$ cat config.mk
export PLATFORM = sky130hd
export DESIGN_NAME = pf_line_serializer
export DESIGN_NICKNAME = d
export VERILOG_FILES = /design/src/rtl/pfs_pkg.sv /design/src/rtl/pfs_regs.sv /design/src/rtl/pfs_bit_sel.sv /design/src/rtl/pfs_color_mux.sv /design/src/rtl/pf_line_serializer.sv
export SDC_FILE = /design/constraint.sdc
export NUM_CORES = 1
export LEC_CHECK = 0
export BUFFER_PORTS_ARGS = -buffer_cell sky130_fd_sc_hd__buf_2
export CORE_ASPECT_RATIO = 0.9
export CORE_MARGIN = 5
export CORE_UTILIZATION = 39
export CTS_CLUSTER_SIZE = 40
export DETAILED_ROUTE_END_ITERATION = 7
export GPL_ROUTABILITY_DRIVEN = 0
export PLACE_DENSITY = 0.68
export SLEW_MARGIN = 20
export SYNTH_ARGS = -nofsm -noshare
export SYNTH_HDL_FRONTEND = slang
export SYNTH_SLANG_ARGS = --single-unit
$ cat constraint.sdc
create_clock -name clk -period 6.6 [get_ports clk]
set_input_delay 0.66 -clock clk [delete_from_list [all_inputs] [get_ports clk]]
set_output_delay 0.66 -clock clk [all_outputs]
set_load 0.01 [all_outputs]
$ cat src/rtl/pfs_pkg.sv
package pfs_pkg;
  localparam int PAT_BITS = 20;

  typedef enum logic [1:0] {
    SEL_BK = 2'd0,
    SEL_PF = 2'd1,
    SEL_P0 = 2'd2,
    SEL_P1 = 2'd3
  } col_sel_e;

  typedef enum logic [2:0] {
    A_PF0   = 3'd0,
    A_PF1   = 3'd1,
    A_PF2   = 3'd2,
    A_CTRL  = 3'd3,
    A_COLBK = 3'd4,
    A_COLPF = 3'd5,
    A_COLP0 = 3'd6,
    A_COLP1 = 3'd7
  } reg_addr_e;

  typedef struct packed {
    logic pri;
    logic score;
    logic refl;
  } ctrl_t;
endpackage

$ cat src/rtl/pfs_regs.sv
module pfs_regs
  import pfs_pkg::*;
#(
  parameter int DATA_W = 8
) (
  input  logic              clk,
  input  logic              rst_n,
  input  logic              wr_en,
  input  logic [2:0]        wr_addr,
  input  logic [DATA_W-1:0] wr_data,
  output logic [3:0]        pf0,
  output logic [7:0]        pf1,
  output logic [7:0]        pf2,
  output ctrl_t             ctrl,
  output logic [DATA_W-2:0] col_bk,
  output logic [DATA_W-2:0] col_pf,
  output logic [DATA_W-2:0] col_p0,
  output logic [DATA_W-2:0] col_p1
);
  always_ff @(posedge clk) begin
    if (!rst_n) begin
      pf0    <= '0;
      pf1    <= '0;
      pf2    <= '0;
      ctrl   <= '0;
      col_bk <= '0;
      col_pf <= '0;
      col_p0 <= '0;
      col_p1 <= '0;
    end else if (wr_en) begin
      unique case (reg_addr_e'(wr_addr))
        A_PF0:   pf0    <= wr_data[7:4];
        A_PF1:   pf1    <= wr_data[7:0];
        A_PF2:   pf2    <= wr_data[7:0];
        A_CTRL:  ctrl   <= '{pri: wr_data[2], score: wr_data[1], refl: wr_data[0]};
        A_COLBK: col_bk <= wr_data[DATA_W-1:1];
        A_COLPF: col_pf <= wr_data[DATA_W-1:1];
        A_COLP0: col_p0 <= wr_data[DATA_W-1:1];
        A_COLP1: col_p1 <= wr_data[DATA_W-1:1];
        default: ;
      endcase
    end
  end
endmodule

$ cat src/rtl/pfs_bit_sel.sv
module pfs_bit_sel
  import pfs_pkg::*;
#(
  parameter int HPOS_W   = 8,
  parameter int HALF_PIX = 80,
  parameter int BIT_PIX  = 4
) (
  input  logic [HPOS_W-1:0] hpos,
  input  logic [3:0]        pf0,
  input  logic [7:0]        pf1,
  input  logic [7:0]        pf2,
  input  logic              refl,
  output logic              visible,
  output logic              right_half,
  output logic              pf_on
);
  localparam int LINE_PIX = 2 * HALF_PIX;
  localparam int IDX_W    = $clog2(PAT_BITS);

  logic [PAT_BITS-1:0] seq;
  logic [HPOS_W-1:0]   offs;
  logic [HPOS_W-1:0]   idx_full;
  logic [IDX_W-1:0]    idx;
  logic [IDX_W-1:0]    pick;

  // Left-half emission order: PF0 low-to-high, PF1 high-to-low, PF2 low-to-high
  for (genvar i = 0; i < PAT_BITS; i++) begin : g_seq
    if (i < 4) begin : g_a
      assign seq[i] = pf0[i];
    end else if (i < 12) begin : g_b
      assign seq[i] = pf1[11-i];
    end else begin : g_c
      assign seq[i] = pf2[i-12];
    end
  end

  always_comb begin
    visible    = hpos < HPOS_W'(LINE_PIX);
    right_half = hpos >= HPOS_W'(HALF_PIX);
    offs       = right_half ? hpos - HPOS_W'(HALF_PIX) : hpos;
    idx_full   = offs / HPOS_W'(BIT_PIX);
    idx        = idx_full[IDX_W-1:0];
    pick       = (right_half && refl) ? IDX_W'(PAT_BITS - 1) - idx : idx;
    pf_on      = visible && seq[pick];
  end
endmodule

$ cat src/rtl/pfs_color_mux.sv
module pfs_color_mux
  import pfs_pkg::*;
(
  input  logic     visible,
  input  logic     right_half,
  input  logic     pf_on,
  input  ctrl_t    ctrl,
  input  logic     p0_px,
  input  logic     p1_px,
  output col_sel_e sel
);
  col_sel_e pf_src;

  always_comb begin
    pf_src = ctrl.score ? (right_half ? SEL_P1 : SEL_P0) : SEL_PF;
    if (!visible)                 sel = SEL_BK;
    else if (ctrl.pri && pf_on)   sel = pf_src;
    else if (p0_px)               sel = SEL_P0;
    else if (p1_px)               sel = SEL_P1;
    else if (pf_on)               sel = pf_src;
    else                          sel = SEL_BK;
  end
endmodule

$ cat src/rtl/pf_line_serializer.sv
module pf_line_serializer
  import pfs_pkg::*;
#(
  parameter int HPOS_W   = 8,
  parameter int LINE_PIX = 160,
  parameter int COL_W    = 8
) (
  input  logic             clk,
  input  logic             rst_n,
  input  logic             pix_en,
  input  logic [HPOS_W-1:0] hpos,
  input  logic             wr_en,
  input  logic [2:0]       wr_addr,
  input  logic [COL_W-1:0] wr_data,
  input  logic             p0_px,
  input  logic             p1_px,
  output logic             pf_px,
  output logic [1:0]       col_sel,
  output logic [COL_W-1:0] color
);
  localparam int HALF_PIX = LINE_PIX / 2;
  localparam int BIT_PIX  = HALF_PIX / PAT_BITS;

  logic [3:0]       pf0;
  logic [7:0]       pf1, pf2;
  ctrl_t            ctrl;
  logic [COL_W-2:0] col_bk, col_pf, col_p0, col_p1;
  logic             visible, right_half, pf_on;
  col_sel_e         sel;
  logic [COL_W-2:0] col_pick;

  pfs_regs #(.DATA_W(COL_W)) u_regs (
    .clk(clk), .rst_n(rst_n), .wr_en(wr_en), .wr_addr(wr_addr), .wr_data(wr_data),
    .pf0(pf0), .pf1(pf1), .pf2(pf2), .ctrl(ctrl),
    .col_bk(col_bk), .col_pf(col_pf), .col_p0(col_p0), .col_p1(col_p1)
  );

  pfs_bit_sel #(.HPOS_W(HPOS_W), .HALF_PIX(HALF_PIX), .BIT_PIX(BIT_PIX)) u_bits (
    .hpos(hpos), .pf0(pf0), .pf1(pf1), .pf2(pf2), .refl(ctrl.refl),
    .visible(visible), .right_half(right_half), .pf_on(pf_on)
  );

  pfs_color_mux u_mux (
    .visible(visible), .right_half(right_half), .pf_on(pf_on), .ctrl(ctrl),
    .p0_px(p0_px), .p1_px(p1_px), .sel(sel)
  );

  always_comb begin
    unique case (sel)
      SEL_PF:  col_pick = col_pf;
      SEL_P0:  col_pick = col_p0;
      SEL_P1:  col_pick = col_p1;
      default: col_pick = col_bk;
    endcase
  end

  always_ff @(posedge clk) begin
    if (!rst_n) begin
      pf_px   <= 1'b0;
      col_sel <= SEL_BK;
      color   <= '0;
    end else if (pix_en) begin
      pf_px   <= pf_on;
      col_sel <= sel;
      color   <= {col_pick, 1'b0};
    end
  end

  AST_OFFSCREEN_BK: assert property (@(posedge clk) disable iff (!rst_n)
    pix_en && (hpos >= HPOS_W'(LINE_PIX)) |=> !pf_px && (col_sel == SEL_BK));

  AST_HOLD_IDLE: assert property (@(posedge clk) disable iff (!rst_n)
    !pix_en |=> $stable(pf_px) && $stable(col_sel) && $stable(color));

  AST_PF_IN_FRONT: assert property (@(posedge clk) disable iff (!rst_n)
    pix_en && ctrl.pri && pf_on |=> pf_px && (col_sel != SEL_BK));

  AST_PLAYER_FRONT: assert property (@(posedge clk) disable iff (!rst_n)
    pix_en && visible && !ctrl.pri && p0_px |=> col_sel == SEL_P0);

  AST_COLOR_LSB: assert property (@(posedge clk) disable iff (!rst_n)
    $rose(pix_en) |=> !color[0]);
endmodule

---- Yosys cells after proc, flatten, opt, wreduce, memory -nomap -nowiden ----
Index checks and enable logic that the tools add are counted.
storage, ports and cells
  word-level logic and storage cells ...... 52
  output and inout port bits .............. 11
  register bits after elaboration ......... 61
  bits of input ports ..................... 25
operators by class
  reductions and logical operators ........ 12
  mux-type cells .......................... 12
  $lt $le $gt $ge ......................... 3
  eq/ne operators ......................... 10
  add/sub/neg operators ................... 2
operator list
  operator                                                                              count
  7-bit one-hot mux with 3 select lines                                                 1
  2-bit AND reduction                                                                   8
  3-bit == test (second input constant)                                                 4
  2-bit 2-to-1 mux                                                                      6
  8-bit by 7-bit greater-or-equal comparator with 1-bit output (second input constant)  1
  8-bit < comparator (second input constant)                                            1
  7-bit 2-to-1 mux                                                                      1
  7-bit subtractor (second input constant)                                              1
  3-bit by 2-bit == test with 1-bit output (second input constant)                      2
  5-bit by 6-bit < comparator with 1-bit output (second input constant)                 1
  1-bit binary-select mux with 5-bit select                                             1
  5-bit 2-to-1 mux                                                                      1
  5-bit subtractor (first input constant)                                               1
  2-bit == test (second input constant)                                                 2
  3-bit by 1-bit == test with 1-bit output (second input constant)                      1
  1-bit logical AND                                                                     3
  3-bit logical NOT                                                                     1
  2-bit by 1-bit == test with 1-bit output (second input constant)                      1
  1-bit 2-to-1 mux                                                                      2

---- Logic depth before layout (Yosys ltp) ----
  depth in word-level cells ............... 14
  gate-level depth with buffers ........... 19
  depth with buffers taken out ............ 17

---- By module ----
From an unflattened synthesis, not the netlist that was laid out.
second synthesis, totals
  cells, all modules ...................... 307
  area, all modules ....................... 3206.8 um^2
by module, submodules not included
  module              times used  seq. area each (um^2)  area an instance (um^2)  cells an instance
  pfs_regs            1           1021.0                 1941.9                   184
  pfs_bit_sel         1           0.0                    616.8                    62
  pf_line_serializer  1           200.2                  599.3                    52
  pfs_color_mux       1           0.0                    48.8                     9

---- Worst setup path after synthesis ----
Ideal clock, no wire load.
  path type ............................... input port to flip-flop
  start ................................... input hpos[5]
  end ..................................... register color[5]
  required time ........................... 6.476 ns
  stages on the path ...................... 18
  setup time .............................. 0.124 ns
  slack ................................... 2.536 ns
  data arrival time ....................... 3.940 ns
  buffers on the path ..................... 2
  path through ............................ inv_1 > ha_1 > nor2b_4 > a311oi_4 > xnor2_2 > clkinv_1 > ha_1 > a21o_1 > and3_1 > nor4_1 > o32a_2 > o22ai_4 > a21o_2 > and4_4 > buf_6 > buf_6 > a211oi_1 > o31ai_1
on the way
  cells in the longest elaborated chain, start to end .. 14
  elaborated cells between the ends (all ways) .. 22
  those cells by class .................... add/sub (2); order compare (2); eq/ne (3); mux (12); reduce/logical (3)
RTL lines
  what                                                                                              RTL line                              text
  start: declaration                                                                                pf_line_serializer.sv:11              input logic [HPOS_W-1:0] hpos,
  7-bit subtractor or 8-bit by 7-bit greater-or-equal comparator with 1-bit output (tied branches)  pfs_bit_sel.sv:40, pfs_bit_sel.sv:39
  7-bit 2-to-1 mux                                                                                  pfs_bit_sel.sv:40                     offs = right_half ? hpos - HPOS_W'(HALF_PIX) : hpos;
  5-bit subtractor                                                                                  pfs_bit_sel.sv:43                     pick = (right_half && refl) ? IDX_W'(PAT_BITS - 1) - idx : idx;
  5-bit 2-to-1 mux                                                                                  pfs_bit_sel.sv:43
  1-bit binary-select mux with 5-bit select                                                         pfs_bit_sel.sv:44                     pf_on = visible && seq[pick];
  1-bit 2-to-1 mux (not written as such)                                                            pfs_bit_sel.sv:44
  1-bit logical AND                                                                                 pfs_bit_sel.sv:44
  2-bit 2-to-1 mux                                                                                  pfs_color_mux.sv:20                   else if (pf_on) sel = pf_src;
  2-bit 2-to-1 mux                                                                                  pfs_color_mux.sv:19                   else if (p1_px) sel = SEL_P1;
  2-bit 2-to-1 mux                                                                                  pfs_color_mux.sv:18                   else if (p0_px) sel = SEL_P0;
  2-bit 2-to-1 mux                                                                                  pfs_color_mux.sv:17                   else if (ctrl.pri && pf_on) sel = pf_src;
  2-bit 2-to-1 mux *                                                                                pfs_color_mux.sv:16                   if (!visible) sel = SEL_BK;
  2-bit == test or 2-bit by 1-bit == test with 1-bit output (tied branches)                         pf_line_serializer.sv:49              unique case (sel)
  7-bit one-hot mux with 3 select lines *                                                           pf_line_serializer.sv:49
  end signal: assignment                                                                            pf_line_serializer.sv:65              color <= {col_pick, 1'b0};
  end: declaration                                                                                  pf_line_serializer.sv:19              output logic [COL_W-1:0] color
Mark *: on every way between the ends. The rest lies on a longest branch, timed or not. The select of a mux whose other input is x is not followed.
A chain may end at the register's enable or synchronous reset.

---- Final worst setup path ----
Ends and elaborated chain as after synthesis.

==> flow_summary.yaml <==
detailed_routing:
  drt_iter0_drc: 124
  routed_wl_mm: 8.40
  wl_per_cell_um: 15.9
  viasPerCell: 5.33
  vias: 2825
  drcViolationCount: 0
  antenna_left: 0
  drt_pre_antenna_iters: 4
floorplan:
  die_w_um: 110
  coreArea_sq_mm: 0.00896
  die_h_um: 100
  io_pins: 36
  start_util_pct: 39.4
  num_rows: 33
  die_area_sq_mm: 0.0110
clocking:
  clkLatencyLatePin_ps: 330
  h-tree-depth: 3
  cts_tree: "done"
  numCtsBuffers: 9
  ctsHoldBuffers: 0
  clk_pin_slew_ps: 70
  cts_sinks: 61
  cts-root-buf: "clkbuf_8"
  clockBufferDepth: 2
  post_cts_buffers: 0
  ctsResizeCount: 0
cells_and_area:
  layout.area.seq_sq_mm: 0.00122
  area_growth_pct: 11.3
  n_antenna_cell: 0
  fin_cells: 530
  drive_gt1_share_pct: 18.9
  multiInputGateArea_sq_mm: 0.00211
  n_fill_cell: 875
  fin_nets: 433
  final_cell_mix: "61 x dfxtp_1, 43 x mux2i_1, 41 x nand2_1"
  final_common_cell: "dfxtp_1"
worst_setup_path:
  cp.required_ps: 6810
  endpoint_kind: "flop"
  critPathMaxFanout: 15
  critPathArrivalTime_ps: 4490
  start_kind: "input pin"
  critPathKind: "input pin to flop"
grt:
  grt_usage_pct: 15.9
  grt_max_degree: 63
  grt_antenna_before_repair: 0
  grt_overflow: 0
  first_global_vias: 2715
  grt_pass1_wl_mm: 13.9
yosys:
  ys_ff_latch: 61
  async_flop_share_pct: 0
  syn_area_sq_mm: 0.00353
  synth_nets: 413
  synthDistinctLibCells: 68
  yosysSeqAreaShare_pct: 34.6
  postSynthCellCount: 385
  yosysWarnings: 0
  avgSynthCellArea_sq_um: 9.16
  synth_edf_count: 0
  synth-main-ff-cell: "dfxtp_1"
timing:
  period_share_pct: 64.8
  setup_tns_ps: 0
  tightest_slew_ps: 877
  slew_headroom_pct: 41.1
  rsz0062_at_grt: "no"
  max_freq_mhz: 234
  whs_ps: 467
  fin_crit_ps: 4280
  drv_slew: 0
  setup_violations: 0
  hold_viol: 0
  finalClockSkew_ps: 11.7
placed_design:
  hpwl_mm: 6.11
  dp_cells: 516
  io_buffers: 34
pwr:
  ir_worst_vdd_uv: 80.3
  powerDensity_mw_per_mm2: 212
  p_leak_nw: 1.44
run_status:
  status: "completed"
run:
  maxCapViolations: 0
worst_hold_path:
  hold_class: "flop to flop"
## cell type report
cell class | instances | area share (%)
multi-input combinational | 278 | 53.7
sequential | 61 | 31.1
timing repair buffer | 36 | 4.72
tap | 122 | 3.89
clock buffer | 10 | 3.51
inverter | 19 | 1.82
clock inverter | 4 | 1.28
## worst max-delay path, cell delays in order
cell	delay, ps
buf_2	120
inv_1	90
ha_1	320
nor2b_4	110
a311oi_4	400
xnor2_2	210
clkinv_1	180
ha_1	270
a21o_1	230
a31oi_1	180
nor4_1	70
o32a_2	220
o22ai_4	240
nand4_2	340
and4_4	380
a211oi_1	330
o31ai_1	120
## state kept, by name, indices dropped and copies added, names as in the netlist
signal         flops
u_regs.pf1         8
u_regs.col_p0      7
col_sel            2
color              7
u_regs.col_p1      7
u_regs.col_pf      7
u_regs.pf2         8
pf_px              1
u_regs.col_bk      7
u_regs.pf0         4
u_regs.ctrl        3
## final timing paths
| path | from | end | slack, ps | depth (start not counted) |
|---|---|---|---|---|
| worst max-delay path | hpos[5] | color[5] | 2320 | 17 |
| worst min-delay path | u_regs.col_p1[6] | u_regs.col_p1[6] | 470 | 2 |
| worst max register to register | u_regs.ctrl[0] | color[5] | 3330 | 9 |
| worst min register to register | u_regs.col_p1[6] | u_regs.col_p1[6] | 470 | 2 |
## power by group
part / switching, mW / internal [mW] / leakage (nW)
clock: 0.137 / 0.180 / 0.0902
combinational: 0.0777 / 0.0523 / 0.855
sequential: 0.00671 / 0.379 / 0.494
total: 0.222 / 0.611 / 1.44
## routing by layer
layer	wire length (um)	global-route usage, %	share of wire, %
met5	0	0	0
met4	119	4.45	1.4
met3	491	3.92	5.8
met2	3720	23.8	44
met1	4070	22.8	48
## synth_stat cells (all sizes together), types with 5 or more instances
| cell type | instances | area (sq um) |
|---|---|---|
| nand3 | 5 | 25.0 |
| nand2 | 41 | 154 |
| nor2 | 14 | 60.1 |
| o21ai | 9 | 56.3 |
| o31ai | 8 | 60.1 |
| a211oi | 14 | 130 |
| clkbuf | 16 | 60.1 |
| mux2i | 44 | 444 |
| dfxtp | 61 | 1220 |
| a41oi | 14 | 123 |
| a21boi | 16 | 120 |
| nand3b | 8 | 60.1 |
| buf | 11 | 67.6 |
| nor2b | 40 | 258 |
| inv | 18 | 67.6 |
## metrics by stage
| step | utilization (%) | instance area [sq um] | worst slack [ps] | power [mW] |
|---|---|---|---|---|
| 3_5_place_dp | 41.7 | 3740 | 2080 | 0.523 |
| 3_3_place_gp | 41.7 | 3740 | 2230 | 0.520 |
| 5_1_grt | 43.8 | 3920 | 2040 | 0.869 |
| 4_1_cts | 43.8 | 3920 | 2340 | 0.839 |
| 6_report | 43.8 | 3920 | 2320 | 0.832 |
| 2_1_floorplan | - | 3530 | 2540 | 0.491 |
## kinds of logic (layout without fill, tap and decap cells)
kind of cell / after synthesis / after routing / synth area share, %
mux: 47 / 47 / 13.6
buf+inv: 46 / 69 / 5.64
flops: 61 / 61 / 34.6
xor+xnor: 1 / 1 / 0.461
simple gates: 135 / 135 / 21.9
other cells: 1 / 1 / 0.106
fa+ha+maj: 3 / 3 / 1.06
compound gates: 91 / 91 / 22.7
No activity file was read; power rests on OpenSTA's default activity.
